<file path="config.mk">
export PLATFORM = sky130hd
export DESIGN_NAME = relay_station
export DESIGN_NICKNAME = d
export VERILOG_FILES = /design/src/rtl/relay_pkg.sv /design/src/rtl/relay_ctrl.sv /design/src/rtl/relay_slots.sv /design/src/rtl/relay_station.sv
export SDC_FILE = /design/constraint.sdc
export NUM_CORES = 1
export LEC_CHECK = 0
export BUFFER_PORTS_ARGS = -buffer_cell sky130_fd_sc_hd__buf_2
export CAP_MARGIN = 20
export CORE_ASPECT_RATIO = 2
export CORE_UTILIZATION = 53
export CTS_BUF_LIST = sky130_fd_sc_hd__clkbuf_16
export DETAILED_ROUTE_END_ITERATION = 16
export PLACE_DENSITY = 0.91
export SLEW_MARGIN = 20
export SYNTH_ARGS = -nofsm -noshare
export SYNTH_HDL_FRONTEND = slang
export SYNTH_SLANG_ARGS = --single-unit
</file>
<file path="constraint.sdc">
create_clock -name clk -period 2.3 [get_ports clk]
set_input_delay 0.46 -clock clk [delete_from_list [all_inputs] [get_ports clk]]
set_output_delay 0.46 -clock clk [all_outputs]
set_load 0.02 [all_outputs]
</file>
<file path="src/rtl/relay_pkg.sv">
package relay_pkg;

    typedef enum logic [1:0] {
        SLOTS_EMPTY = 2'd0,
        SLOTS_ONE   = 2'd1,
        SLOTS_TWO   = 2'd2
    } slot_state_e;

    typedef enum logic [1:0] {
        HEAD_HOLD = 2'd0,
        HEAD_TAKE_IN = 2'd1,
        HEAD_TAKE_SPARE = 2'd2
    } head_sel_e;

endpackage

</file>
<file path="src/rtl/relay_ctrl.sv">
module relay_ctrl
    import relay_pkg::*;
(
    input  logic      clk,
    input  logic      rst_n,
    input  logic      up_valid,
    input  logic      dn_stall,
    output logic      up_stall,
    output logic      dn_valid,
    output head_sel_e head_sel,
    output logic      spare_load
);

    slot_state_e state_q, state_d;
    logic take_in;
    logic give_out;

    // Handshake qualifiers, derived from the current state only
    always_comb begin
        take_in  = up_valid && (state_q != SLOTS_TWO);
        give_out = (state_q != SLOTS_EMPTY) && !dn_stall;
    end

    // State register
    always_ff @(posedge clk or negedge rst_n) begin
        if (!rst_n) state_q <= SLOTS_EMPTY;
        else        state_q <= state_d;
    end

    // Next state and datapath steering
    always_comb begin
        state_d    = state_q;
        head_sel   = HEAD_HOLD;
        spare_load = 1'b0;
        unique case (state_q)
            SLOTS_EMPTY: begin
                if (take_in) begin           // FILL
                    state_d  = SLOTS_ONE;
                    head_sel = HEAD_TAKE_IN;
                end
            end
            SLOTS_ONE: begin
                if (take_in && give_out) begin        // FLOW
                    head_sel = HEAD_TAKE_IN;
                end else if (take_in) begin           // SKID
                    state_d    = SLOTS_TWO;
                    spare_load = 1'b1;
                end else if (give_out) begin          // DRAIN
                    state_d = SLOTS_EMPTY;
                end
            end
            SLOTS_TWO: begin
                if (give_out) begin                   // PROMOTE
                    state_d  = SLOTS_ONE;
                    head_sel = HEAD_TAKE_SPARE;
                end
            end
            default: state_d = SLOTS_EMPTY;
        endcase
    end

    // Outputs from the state register
    always_comb begin
        dn_valid = (state_q != SLOTS_EMPTY);
        up_stall = (state_q == SLOTS_TWO);
    end

endmodule

</file>
<file path="src/rtl/relay_slots.sv">
module relay_slots
    import relay_pkg::*;
#(
    parameter int FLIT_W     = 32,
    parameter bit CLEAR_DATA = 1'b1
) (
    input  logic              clk,
    input  logic              rst_n,
    input  logic [FLIT_W-1:0] in_flit,
    input  head_sel_e         head_sel,
    input  logic              spare_load,
    output logic [FLIT_W-1:0] head_flit
);

    localparam logic [FLIT_W-1:0] ZERO_FLIT = '0;

    logic [FLIT_W-1:0] head_q, spare_q, head_d;

    always_comb begin
        unique case (head_sel)
            HEAD_TAKE_IN:    head_d = in_flit;
            HEAD_TAKE_SPARE: head_d = spare_q;
            default:         head_d = head_q;
        endcase
    end

    generate
        if (CLEAR_DATA) begin : g_clear
            always_ff @(posedge clk or negedge rst_n) begin
                if (!rst_n) begin
                    head_q  <= ZERO_FLIT;
                    spare_q <= ZERO_FLIT;
                end else begin
                    head_q <= head_d;
                    if (spare_load) spare_q <= in_flit;
                end
            end
        end else begin : g_plain
            always_ff @(posedge clk) begin
                head_q <= head_d;
                if (spare_load) spare_q <= in_flit;
            end
        end
    endgenerate

    assign head_flit = head_q;

endmodule

</file>
<file path="src/rtl/relay_station.sv">
module relay_station
    import relay_pkg::*;
#(
    parameter int FLIT_W     = 32,
    parameter bit CLEAR_DATA = 1'b1
) (
    input  logic              clk,
    input  logic              rst_n,
    input  logic [FLIT_W-1:0] up_flit,
    input  logic              up_valid,
    output logic              up_stall,
    output logic [FLIT_W-1:0] dn_flit,
    output logic              dn_valid,
    input  logic              dn_stall
);

    head_sel_e head_sel;
    logic      spare_load;

    relay_ctrl u_ctrl (
        .clk        (clk),
        .rst_n      (rst_n),
        .up_valid   (up_valid),
        .dn_stall   (dn_stall),
        .up_stall   (up_stall),
        .dn_valid   (dn_valid),
        .head_sel   (head_sel),
        .spare_load (spare_load)
    );

    relay_slots #(
        .FLIT_W     (FLIT_W),
        .CLEAR_DATA (CLEAR_DATA)
    ) u_slots (
        .clk        (clk),
        .rst_n      (rst_n),
        .in_flit    (up_flit),
        .head_sel   (head_sel),
        .spare_load (spare_load),
        .head_flit  (dn_flit)
    );

endmodule

</file>
==> qor.yml <==
synth_area_leaders: "dfrtp_1 57%, mux2_4 15%, mux2i_1 11%"
ys_ff_latch: 66
synth_fp_nets: 258
finalCritPeriodShare_pct: 82.0
root_buffer: "clkbuf_16"
p_per_area_mw_per_mm2: 1130
area_growth_pct: 22.8
globalRoute.busiestLayer: "met2"
die_w_um: 54.5
hold_buffers: 0
dp_hpwl_um: 4020
finalWirelength_um: 6080
syn_inst: 221
cts_buffers: 9
worstPathArrival_ps: 2080
clkSlewWorstSetupHoldPaths_ps: 50
min_period_ps: 1890
post_cts.repair.setup_buffers: 0
fmax_mhz: 530
slowest_stage: "ha_2"
fp-row-count: 37
synth_top_area_cell: "dfrtp_1"
finalCoreUtilization_pct: 68.6
syn-mean-instance-area_um2: 13.2
rsz0062_at_grt: "no"
synth_cell_type_count: 21
reg2regPathDepth: 5
via_count: 1978
syn_area_mm2: 0.00292
regToRegSetupSlack_ps: 410
cts_tree: "yes"
leakage_nw: 1.78
antenna_left: 0
dr.pass1.iters: 4
cts.repair.resized: 0
cp_max_fo: 14
portBuffers: 69
hold_ws_ps: 117
grt_max_degree: 39
design_area_mm2: 0.00359
grt_first_pass_wirelength_um: 9230
cp-start-kind: "register"
insertion_delay_ps: 320
outcome: "finished clean"
grt_overflow: 0
crit_path_max_incr_delay_ps: 470
antennaDiodeCount: 0
rr_startpoint: "u_ctrl.state_q[0]"
placed_cell_area_mm2: 0.00331
fin_setup_tns_ps: 0
coreArea_mm2: 0.00523
start_util_pct: 55.9
final_nets: 330
worstReg2RegEnd: "u_slots.head_flit[20]"
grtUsageTotal_pct: 22.9
tightestPinTransition_ps: 853
h-tree-depth: 3
hp-class: "input port to async pin"
dieHeight_um: 107
viasPerCell: 5.59
fin_skew_ps: 4.07
initialDrtViolationCount: 25
slew_headroom_pct: 43.1
clock_sink_count: 66
cp_top_family: "simple AND/OR/NAND/NOR gates"
io-pin-count: 70
crit_chain: "and2_1, or2_2, ha_2, buf_4, o21ai_0"
grtUsageMet2_pct: 36.2
critical_path_required_ps: 2490
wl_per_cell_um: 17.2
fp.dieArea_mm2: 0.00583
grt_use_met1_pct: 26.1
final-max-slew-violation-count: 0
setup_violations: 0
synth_seq_area_share_pct: 56.5
drive_above_1_share_pct: 41.6
finalPower_w: 0.00405
antenna_found_initial: 0
ir_drop_mv: 0.892
drc_errors: 0
critPathBufInv: 1
grt_pass1_vias: 1998
synth_top_area_share_pct: 56.5
yosys_warnings: 0
maxCapViolCount: 0
cp-end-kind: "register"
gp_congestion: 0.721
finalHoldViolations: 0
grtUsageMet3_pct: 6.38
crit_type: "register to register"
cts_buffer_depth: 2
[layout by cell type (no fill, tap or decap), types with 2 or more instances in the layout]
| master | netlist | final |
|---|---|---|
| nand2_1 | 32 | 32 |
| nand2b_1 | 2 | 2 |
| clkbuf_16 | 0 | 9 |
| buf_4 | 3 | 5 |
| or2_2 | 2 | 2 |
| inv_1 | 1 | 3 |
| o21ai_0 | 32 | 32 |
| dfrtp_1 | 66 | 66 |
| mux2_2 | 2 | 2 |
| mux2i_1 | 32 | 32 |
| mux2_4 | 30 | 30 |
| buf_2 | 1 | 69 |
[per-stage QoR]
stage                     setup WS (ps)  cells
final                               413    354
after global routing                303    354
after CTS                           402    354
after detailed placement            279    340
after global placement              303    340
after floorplan                     437    221
[metal layers]
| metal | vias up | part of all wire (%) |
|---|---|---|
| li1 | 908 | - |
| met1 | 990 | 41 |
| met2 | 61 | 52 |
| met3 | 19 | 3.7 |
| met4 | 0 | 3.8 |
| met5 | - | 0 |
[kinds of logic (layout without fill, tap and decap cells)]
group,Yosys count,count (layout),share of synthesized area (%)
compound gates,34,34,6.04
simple gates,41,41,6.76
fa+ha+maj,1,1,0.428
mux,64,64,27.1
flops,66,66,56.5
buf+inv,15,90,3.12
[synth_stat cells (all sizes together)]
master	number
buf	7
o221ai	1
a21boi	1
or2	2
nand4b	1
nand3b	1
dfrtp	66
nand4bb	1
ha	1
mux2	32
mux2i	32
nor2	1
nand2b	2
o21ai	32
clkbuf	7
nand2	32
inv	1
and2	1
[how the worst max path moves through the flow]
stage | startpoint | end | slack, ps | cells past startpoint
after CTS | u_ctrl.state_q[1] | u_slots.spare_q[7] | 400 | 2
after detailed placement | dn_stall | u_slots.spare_q[12] | 280 | 3
after global placement | dn_stall | u_slots.spare_q[13] | 300 | 3
final | u_ctrl.state_q[0] | u_slots.head_flit[20] | 410 | 5
after global routing | u_ctrl.state_q[0] | u_slots.head_flit[19] | 300 | 6
after floorplan | u_ctrl.state_q[0] | u_slots.head_flit[0] | 440 | 7
[sequential cells by signal, summed over array words and instances, names as in the netlist]
| register | count |
|---|---|
| u_slots.spare_q | 32 |
| u_ctrl.state_q | 2 |
| u_slots.head_flit | 32 |
[power by group]
part           total, W  internal [W]  switching [W]
Combinational   0.00103      0.000514       0.000514
Clock           0.00127      0.000815       0.000456
Sequential      0.00175       0.00152       0.000222
Total           0.00405       0.00285        0.00119
[area by class of cell]
cell class              instances  area [um2]
clock buffers                   9         225
clock inverters                 5        50.0
fillers                       366        1640
inverters                       1        3.75
multi-input cells             140        1180
flip-flops and latches         66        1650
well taps                      58        72.6
repair buffers                 75         403
(Power assumes the default switching activity.)
